--- src/rtl/fcsd_pkg.sv ---
package fcsd_pkg;

    localparam int ADDR_W = 32;
    localparam int DATA_W = 16;

    typedef enum logic [3:0] {
        K_NONE     = 4'd0,
        K_NORMAL   = 4'd1,
        K_STATRD   = 4'd2,
        K_LOCKRD1  = 4'd3,
        K_SUSPEND  = 4'd4,
        K_RESUME   = 4'd5,
        K_CLRSTAT  = 4'd6,
        K_ERASE    = 4'd7,
        K_LOCKRD2  = 4'd8,
        K_LOCKPROG = 4'd9,
        K_PROGRAM  = 4'd10,
        K_CLKNOTE  = 4'd11
    } cmd_kind_e;

    typedef enum logic [3:0] {
        S_IDLE, S_ERASE, S_LOCKRD, S_LOCKPG, S_PGCNT,
        S_PGDATA, S_PGCONF, S_CKID, S_CKPAT, S_CKCONF
    } seq_state_e;

    typedef struct packed {
        logic              valid;
        cmd_kind_e         kind;
        logic [ADDR_W-1:0] addr;
    } cmd_out_t;

    localparam logic [7:0]  OP_NORMAL = 8'hFF;
    localparam logic [7:0]  OP_STATRD = 8'h70;
    localparam logic [7:0]  OP_LOCKRD = 8'h71;
    localparam logic [7:0]  OP_SUSP   = 8'hB0;
    localparam logic [7:0]  OP_CONF   = 8'hD0;
    localparam logic [7:0]  OP_CLR    = 8'h50;
    localparam logic [7:0]  OP_ERASE  = 8'h20;
    localparam logic [7:0]  OP_LOCKPG = 8'h77;
    localparam logic [7:0]  OP_PROG   = 8'hE8;
    localparam logic [7:0]  OP_CLK    = 8'hE9;
    localparam logic [7:0]  OP_CLKID  = 8'h03;
    localparam logic [15:0] CLK_PAT   = 16'h0F0F;
    localparam int          CLK_REPS  = 3;

    localparam logic [11:0] WIN_F_TAG = 12'h00F;
    localparam logic [11:0] WIN_E_TAG = 12'h00E;

    function automatic logic in_win(logic [ADDR_W-1:0] a, logic [11:0] tag);
        return a[ADDR_W-1:20] == tag;
    endfunction

endpackage

--- src/rtl/fcsd_win_chk.sv ---
module fcsd_win_chk
    import fcsd_pkg::*;
#(
    parameter bit WIDE_WIN = 1'b1
) (
    input  logic [ADDR_W-1:0] addr,
    input  logic [1:0]        entry_en,
    output logic              ok
);
    logic hit_f, hit_e;

    generate
        if (WIDE_WIN) begin : g_wide
            assign hit_e = entry_en[1] && in_win(addr, WIN_E_TAG);
        end else begin : g_narrow
            assign hit_e = 1'b0;
        end
    endgenerate

    assign hit_f = entry_en[0] && in_win(addr, WIN_F_TAG);
    assign ok    = hit_f | hit_e;

    always_comb begin
        if (ok) a_r9_ok_needs_entry: assert (entry_en != 2'b00);
        if (ok && !WIDE_WIN) a_r10_narrow_only_f: assert (entry_en[0]);
    end
endmodule

--- src/rtl/fcsd_word_buf.sv ---
module fcsd_word_buf
    import fcsd_pkg::*;
#(
    parameter int WORDS = 128,
    parameter int IDX_W = $clog2(WORDS)
) (
    input  logic              clk,
    input  logic              we,
    input  logic [IDX_W-1:0]  widx,
    input  logic [DATA_W-1:0] wdata,
    input  logic [IDX_W-1:0]  ridx,
    output logic [DATA_W-1:0] rdata
);
    logic [DATA_W-1:0] mem [WORDS];

    always_ff @(posedge clk) begin
        if (we) mem[widx] <= wdata;
    end

    assign rdata = mem[ridx];
endmodule

--- src/rtl/fcsd_seq_fsm.sv ---
module fcsd_seq_fsm
    import fcsd_pkg::*;
#(
    parameter int WORDS = 128,
    parameter int IDX_W = $clog2(WORDS)
) (
    input  logic              clk,
    input  logic              rst,
    input  logic              wr_en,
    input  logic              addr_ok,
    input  logic [ADDR_W-1:0] wr_addr,
    input  logic [DATA_W-1:0] wr_data,
    output cmd_out_t          cmd,
    output logic              cmd_err,
    output logic              addr_err,
    output logic              buf_we,
    output logic [IDX_W-1:0]  buf_idx
);
    localparam logic [7:0]       CNT_CODE = 8'(WORDS);
    localparam logic [IDX_W-1:0] LAST_IDX = IDX_W'(WORDS - 1);
    localparam logic [IDX_W-1:0] LAST_PAT = IDX_W'(CLK_REPS - 1);

    seq_state_e        st, st_n;
    cmd_out_t          out_n;
    logic              err_n, aerr_n, susp, susp_n, decode;
    logic [IDX_W-1:0]  cnt, cnt_n;
    logic [ADDR_W-1:0] page, page_n;
    logic [7:0]        op;

    assign op      = wr_data[7:0];
    assign buf_idx = cnt;

    always_comb begin
        st_n   = st;
        out_n  = '{valid: 1'b0, kind: K_NONE, addr: '0};
        err_n  = cmd_err;
        aerr_n = addr_err;
        susp_n = susp;
        cnt_n  = cnt;
        page_n = page;
        buf_we = 1'b0;
        decode = 1'b0;
        if (wr_en && !addr_ok) begin
            aerr_n = 1'b1;
        end else if (wr_en) begin
            out_n.addr = wr_addr;
            case (st)
                S_IDLE:   decode = 1'b1;
                S_LOCKRD: begin
                    st_n = S_IDLE;
                    if (op == OP_CONF) begin
                        out_n.valid = 1'b1; out_n.kind = K_LOCKRD2;
                    end else decode = 1'b1;
                end
                S_ERASE, S_LOCKPG, S_CKCONF: begin
                    st_n = S_IDLE;
                    if (op == OP_CONF) begin
                        out_n.valid = 1'b1;
                        out_n.kind  = (st == S_ERASE)  ? K_ERASE :
                                      (st == S_LOCKPG) ? K_LOCKPROG : K_CLKNOTE;
                    end else err_n = 1'b1;
                end
                S_PGCNT: begin
                    if (op == CNT_CODE) begin
                        st_n = S_PGDATA; cnt_n = '0;
                    end else begin
                        st_n = S_IDLE; err_n = 1'b1;
                    end
                end
                S_PGDATA: begin
                    if (cnt == '0 && wr_addr[7:0] != 8'h00) begin
                        st_n = S_IDLE; err_n = 1'b1;
                    end else begin
                        buf_we = 1'b1;
                        if (cnt == '0) page_n = wr_addr;
                        if (cnt == LAST_IDX) st_n = S_PGCONF;
                        else cnt_n = cnt + 1'b1;
                    end
                end
                S_PGCONF: begin
                    st_n = S_IDLE;
                    if (op == OP_CONF) begin
                        out_n.valid = 1'b1; out_n.kind = K_PROGRAM; out_n.addr = page;
                    end else err_n = 1'b1;
                end
                S_CKID: begin
                    if (op == OP_CLKID) begin
                        st_n = S_CKPAT; cnt_n = '0;
                    end else begin
                        st_n = S_IDLE; err_n = 1'b1;
                    end
                end
                S_CKPAT: begin
                    if (wr_data != CLK_PAT) begin
                        st_n = S_IDLE; err_n = 1'b1;
                    end else if (cnt == LAST_PAT) st_n = S_CKCONF;
                    else cnt_n = cnt + 1'b1;
                end
                default: st_n = S_IDLE;
            endcase
            if (decode) begin
                case (op)
                    OP_NORMAL: begin out_n.valid = 1'b1; out_n.kind = K_NORMAL; end
                    OP_STATRD: begin out_n.valid = 1'b1; out_n.kind = K_STATRD; end
                    OP_LOCKRD: begin
                        out_n.valid = 1'b1; out_n.kind = K_LOCKRD1; st_n = S_LOCKRD;
                    end
                    OP_SUSP: begin
                        out_n.valid = 1'b1; out_n.kind = K_SUSPEND; susp_n = 1'b1;
                    end
                    OP_CONF: begin
                        if (susp) begin
                            out_n.valid = 1'b1; out_n.kind = K_RESUME; susp_n = 1'b0;
                        end
                    end
                    OP_CLR: begin
                        out_n.valid = 1'b1; out_n.kind = K_CLRSTAT;
                        err_n = 1'b0; aerr_n = 1'b0;
                    end
                    OP_ERASE:  st_n = S_ERASE;
                    OP_LOCKPG: st_n = S_LOCKPG;
                    OP_PROG:   st_n = S_PGCNT;
                    OP_CLK:    st_n = S_CKID;
                    default:   err_n = 1'b1;
                endcase
            end
        end
    end

    always_ff @(posedge clk) begin
        if (rst) begin
            st       <= S_IDLE;
            cmd      <= '{valid: 1'b0, kind: K_NONE, addr: '0};
            cmd_err  <= 1'b0;
            addr_err <= 1'b0;
            susp     <= 1'b0;
            cnt      <= '0;
            page     <= '0;
        end else begin
            st       <= st_n;
            cmd      <= out_n;
            cmd_err  <= err_n;
            addr_err <= aerr_n;
            susp     <= susp_n;
            cnt      <= cnt_n;
            page     <= page_n;
        end
    end

    a_r1_no_write_no_strobe: assert property (@(posedge clk) disable iff (rst)
        !wr_en |=> !cmd.valid);
    a_r9_reject_keeps_state: assert property (@(posedge clk) disable iff (rst)
        (wr_en && !addr_ok) |=> $stable(st));
    a_r9_reject_no_strobe: assert property (@(posedge clk) disable iff (rst)
        (wr_en && !addr_ok) |=> !cmd.valid);
    a_r5_prog_after_confirm: assert property (@(posedge clk) disable iff (rst)
        (cmd.valid && cmd.kind == K_PROGRAM) |-> $past(st) == S_PGCONF);
    a_r8_err_sticky: assert property (@(posedge clk) disable iff (rst)
        (cmd_err && !(wr_en && addr_ok && op == OP_CLR &&
                      (st == S_IDLE || st == S_LOCKRD))) |=> cmd_err);
    a_r5_index_bound: assert property (@(posedge clk) disable iff (rst)
        32'(cnt) < WORDS);
endmodule

--- src/rtl/flash_cmd_decoder.sv ---
module flash_cmd_decoder
    import fcsd_pkg::*;
#(
    parameter int WORDS    = 128,
    parameter bit WIDE_WIN = 1'b1,
    parameter int IDX_W    = $clog2(WORDS)
) (
    input  logic              clk,
    input  logic              rst,
    input  logic              wr_en,
    input  logic [ADDR_W-1:0] wr_addr,
    input  logic [DATA_W-1:0] wr_data,
    input  logic [1:0]        entry_en,
    input  logic [IDX_W-1:0]  rd_idx,
    output logic              cmd_valid,
    output logic [3:0]        cmd_kind,
    output logic [ADDR_W-1:0] cmd_addr,
    output logic              cmd_err,
    output logic              addr_err,
    output logic [DATA_W-1:0] rd_word
);
    logic             addr_ok, buf_we;
    logic [IDX_W-1:0] buf_idx;
    cmd_out_t         cmd;

    fcsd_win_chk #(.WIDE_WIN(WIDE_WIN)) u_win (
        .addr(wr_addr), .entry_en(entry_en), .ok(addr_ok)
    );

    fcsd_seq_fsm #(.WORDS(WORDS), .IDX_W(IDX_W)) u_fsm (
        .clk(clk), .rst(rst), .wr_en(wr_en), .addr_ok(addr_ok),
        .wr_addr(wr_addr), .wr_data(wr_data), .cmd(cmd),
        .cmd_err(cmd_err), .addr_err(addr_err),
        .buf_we(buf_we), .buf_idx(buf_idx)
    );

    fcsd_word_buf #(.WORDS(WORDS), .IDX_W(IDX_W)) u_buf (
        .clk(clk), .we(buf_we), .widx(buf_idx), .wdata(wr_data),
        .ridx(rd_idx), .rdata(rd_word)
    );

    assign cmd_valid = cmd.valid;
    assign cmd_kind  = cmd.kind;
    assign cmd_addr  = cmd.addr;
endmodule

--- config.mk ---
export PLATFORM = sky130hd
export DESIGN_NAME = flash_cmd_decoder
export DESIGN_NICKNAME = d
export VERILOG_FILES = /design/src/rtl/fcsd_pkg.sv /design/src/rtl/fcsd_win_chk.sv /design/src/rtl/fcsd_word_buf.sv /design/src/rtl/fcsd_seq_fsm.sv /design/src/rtl/flash_cmd_decoder.sv
export SDC_FILE = /design/constraint.sdc
export NUM_CORES = 2
export LEC_CHECK = 0
export BUFFER_PORTS_ARGS = -buffer_cell sky130_fd_sc_hd__buf_2
export CORE_AREA = 4 4 490 492
export CTS_CLUSTER_SIZE = 12
export DETAILED_ROUTE_END_ITERATION = 12
export DIE_AREA = 0 0 494 496
export PLACE_DENSITY = 0.56
export SKIP_LAST_GASP = 1
export SLEW_MARGIN = 5
export SYNTH_ARGS = -nofsm -noshare
export SYNTH_HDL_FRONTEND = slang
export SYNTH_SLANG_ARGS = --single-unit
--- constraint.sdc ---
create_clock -name clk -period 3.5 [get_ports clk]
set_clock_uncertainty 0.1 [all_clocks]
set_input_delay 0.35 -clock clk [delete_from_list [all_inputs] [get_ports clk]]
set_output_delay 0.35 -clock clk [all_outputs]
set_load 0.01 [all_outputs]
==> flow_summary.toml <==
[outcome]
outcome = "finished with violations"
violations = "setup timing"

[finish]
final-seq-area_um2 = 63200
stdcell_area_um2 = 97900
n_fill_cell = 20900
drive_above_1_share_pct = 22.7
area.growth.synth_to_final_pct = 19.0
postLayoutCoreUtil_pct = 41.6
final_cells = 8332
total_area_of_multi_input_combinational_cells_um2 = 18400
design.final.nets = 5107

[yosys]
yosys_warnings = 0
syn-num-nets = 4493
synthFlopType = "sky130_fd_sc_hd__edfxtp_1"
netlist_top_cells_area = "sky130_fd_sc_hd__edfxtp_1, sky130_fd_sc_hd__mux2i_1, sky130_fd_sc_hd__mux4_2, sky130_fd_sc_hd__a22oi_1, sky130_fd_sc_hd__dfxtp_1"
syn_inst = 4430
synth_top_cell_by_area = "sky130_fd_sc_hd__edfxtp_1"
postSynthAreaPerCell_um2 = 18.6
yosys_cell_types = 65
yosys_register_bits = 2131
synth_top_cell_area_share_pct = 74.8
synth_enable_flop_cells = 2048
synth-async-reset-ratio_pct = 0
synth.cell_area_um2 = 82200
synth_seq_area_share_pct = 76.8

[min_path]
beginning_of_the_worst_hold_path = "wr_data[14]"
hp-class = "in2reg"

[sta]
max_freq_mhz = 281
postLayoutSetupSlackWorst_ns = -0.0616
worstMarginPinSlew_ns = 1.28
slew-limit-headroom_pct = 14.6
grt_setup_unrepaired = "yes"
hold_ws_ns = 0.0792
minimum_clock_period_ns = 3.56
final_hold_viol_count = 0
final_max_slew_viol_count = 0
period_share_pct = 102
finalSetupViolations = 3
fin_tns_setup_ns = -0.0870

[clock_network]
number_of_h_tree_branching_levels = 4
cts_made_buffers = 211
cts.root.buffer_cell = "sky130_fd_sc_hd__clkbuf_16"
tritoncts = "done"
clk_path_buf_depth = 3
worst_skew_pair.late_latency_ns = 0.83
tritoncts_num_sinks = 2131
cts_post_setup_buffers_inserted = 0
clkSlewWorstSetupHoldPaths_ns = 0.06

[die]
floorplan.initialDensity_pct = 35.0
die_w_um = 494
rows = 178
die_area_um2 = 245000
core_area_um2 = 235000
ioPinCount = 115
die_height_um = 496

[detailed_routing]
final_antenna_net_count = 0
routed_wirelength_um = 226000
remaining_design_rule_violation_count = 0
dr_total_vias = 43900
vias_per_std_cell = 5.27
drt_pass1_iterations = 5
drt-initial-drc-count = 4525
post_drt_wl_per_cell_um = 27.1

[global_route]
grt_usage_pct = 18.1
grt_max_degree = 105
grt_antenna_before_repair = 15
number_of_global_route_vias_before_repair = 43700
grt_first_pass_wirelength_um = 321000
globalRouteOverflowTotal = 0

[power_and_ir_drop]
power_density_nw_per_um2 = 526
total_leakage_power_nw = 32.9
post-layout-total-power_mw = 51.5
vdd.ir_drop.worst_uv = 391

[place]
placed_cells = 7956
post-place-ws_ns = -0.304
place.gp.congestion = 0.852
dpl-instance-area_um2 = 90700
io_buffer_count = 114
hpwlAfterDp_um = 144000

[worst_setup_path]
worst_ep_arrival_time_ns = 3.11
reg2reg_from = "u_fsm.st[2]"
crit_path_start_kind = "register"
end_kind = "primary output"
classification_of_the_worst_setup_path = "reg2out"
path_max_fanout = 1
timing.critical_path.required_ns = 3.05
critical_path.startpoint = "u_buf.mem[7][10]"

[flow_run]
maxCapViolations = 0
[synthesized netlist by cell type (6+ instances only)]
cell type	instances
sky130_fd_sc_hd__or4_1	22
sky130_fd_sc_hd__nor2_1	148
sky130_fd_sc_hd__a22oi_1	289
sky130_fd_sc_hd__o22ai_1	64
sky130_fd_sc_hd__o211ai_1	64
sky130_fd_sc_hd__or3_1	8
sky130_fd_sc_hd__o21ai_0	10
sky130_fd_sc_hd__nor2b_1	10
sky130_fd_sc_hd__nand2b_1	6
sky130_fd_sc_hd__mux2i_1	641
sky130_fd_sc_hd__clkbuf_1	87
sky130_fd_sc_hd__and3_1	7
sky130_fd_sc_hd__nor4_1	68
sky130_fd_sc_hd__nand3_1	16
sky130_fd_sc_hd__buf_2	141
sky130_fd_sc_hd__nor3_1	9
sky130_fd_sc_hd__buf_1	20
sky130_fd_sc_hd__mux4_2	192
sky130_fd_sc_hd__and2_1	21
sky130_fd_sc_hd__inv_1	10
sky130_fd_sc_hd__a21oi_1	164
sky130_fd_sc_hd__buf_4	9
sky130_fd_sc_hd__edfxtp_1	2048
sky130_fd_sc_hd__nand2_1	212
sky130_fd_sc_hd__dfxtp_1	83
[worst max-delay path: stages, from the launching register on]
cell and delay, ns:
sky130_fd_sc_hd__edfxtp_1 0.36, sky130_fd_sc_hd__mux4_2 0.50, sky130_fd_sc_hd__o211ai_1 0.35, sky130_fd_sc_hd__nor4_1 0.20
sky130_fd_sc_hd__or4_1 0.55, sky130_fd_sc_hd__buf_6 0.16, sky130_fd_sc_hd__buf_2 0.14
[flip-flops by register name, indices dropped and copies added (netlist names)]
register        cells
u_buf.mem        2048
u_fsm.cmd          37
u_fsm.page         32
u_fsm.buf_idx       7
u_fsm.st            4
u_fsm.addr_err      1
u_fsm.cmd_err       1
u_fsm.susp          1
[cells in the final DEF, fill, tap and decap left out, types with 8 or more instances in the layout]
cell                               n
sky130_fd_sc_hd__a21oi_1         164
sky130_fd_sc_hd__a22oi_1         289
sky130_fd_sc_hd__and2_1           20
sky130_fd_sc_hd__buf_12           90
sky130_fd_sc_hd__buf_2            87
sky130_fd_sc_hd__buf_4           418
sky130_fd_sc_hd__buf_6            23
sky130_fd_sc_hd__clkbuf_1         62
sky130_fd_sc_hd__clkbuf_16       212
sky130_fd_sc_hd__clkinv_1         33
sky130_fd_sc_hd__clkinv_2         12
sky130_fd_sc_hd__dfxtp_1          83
sky130_fd_sc_hd__dlygate4sd3_1    43
sky130_fd_sc_hd__edfxtp_1       2048
sky130_fd_sc_hd__inv_1            10
sky130_fd_sc_hd__mux2i_1         641
sky130_fd_sc_hd__mux4_2          192
sky130_fd_sc_hd__nand2_1         210
sky130_fd_sc_hd__nand3_1          15
sky130_fd_sc_hd__nor2_1          142
sky130_fd_sc_hd__nor2b_1           8
sky130_fd_sc_hd__nor3_1            9
sky130_fd_sc_hd__nor4_1           31
sky130_fd_sc_hd__nor4_2           29
sky130_fd_sc_hd__nor4_4           15
sky130_fd_sc_hd__o211ai_1         64
sky130_fd_sc_hd__o21ai_0          10
sky130_fd_sc_hd__o22ai_1          47
sky130_fd_sc_hd__o22ai_2          15
sky130_fd_sc_hd__or4_1            10
sky130_fd_sc_hd__or4_4            12
[what timing repair did]
| item | 4_1_cts | 5_1_grt |
|---|---|---|
| pin swaps | 42 | 18 |
| hold buffers | 43 | 0 |
| resized for setup | 86 | 14 |
| cloned | 0 | 0 |
| endpoints found under the hold margin | 145 | 0 |
| endpoints found under the setup margin | 15 | 25 |
[power by group]
| part | total, mW | switching (mW) | internal [mW] |
|---|---|---|---|
| Combinational | 2.76 | 1.75 | 1.02 |
| Sequential | 27.9 | 0.000568 | 27.9 |
| Clock | 20.8 | 9.39 | 11.4 |
| Total | 51.5 | 11.1 | 40.3 |
[cells by family after synthesis]
group | count (synthesis) | share of synthesized area, %
flip-flops | 2131 | 76.8
AO/OA/AOI/OAI | 619 | 5.05
AND/OR/NAND/NOR | 572 | 3.49
multiplexers | 833 | 13.1
buffers and inverters | 272 | 1.54
adder cells (fa/ha/maj) | 3 | 0.0457
[layout make-up]
type | instances | share of cell area [%]
Sequential cell | 2131 | 64.5
Multi-Input combinational cell | 2027 | 18.8
Timing Repair Buffer | 663 | 6.23
Clock buffer | 282 | 5.75
Tap cell | 3150 | 4.03
Clock inverter | 64 | 0.611
Inverter | 10 | 0.0384
Antenna cell | 5 | 0.0128
[layer usage]
layer  vias up  routed length (um)  track usage, %
li1      19200                   -               -
met1     22900               97100            25.3
met2      1510              106000            28.8
met3       306               14700            3.03
met4         4                7520            6.04
met5         -                  21               0
[final timing paths]
check	endpoint	slack, ns	cells past startpoint
max	rd_word[10]	-0.06	6
min	u_buf.mem[87][14]	0.08	2
max reg2reg	u_buf.mem[56][3]	0.17	8
min reg2reg	u_fsm.cmd[7]	0.35	2
No activity file was read; power rests on OpenSTA's default activity.
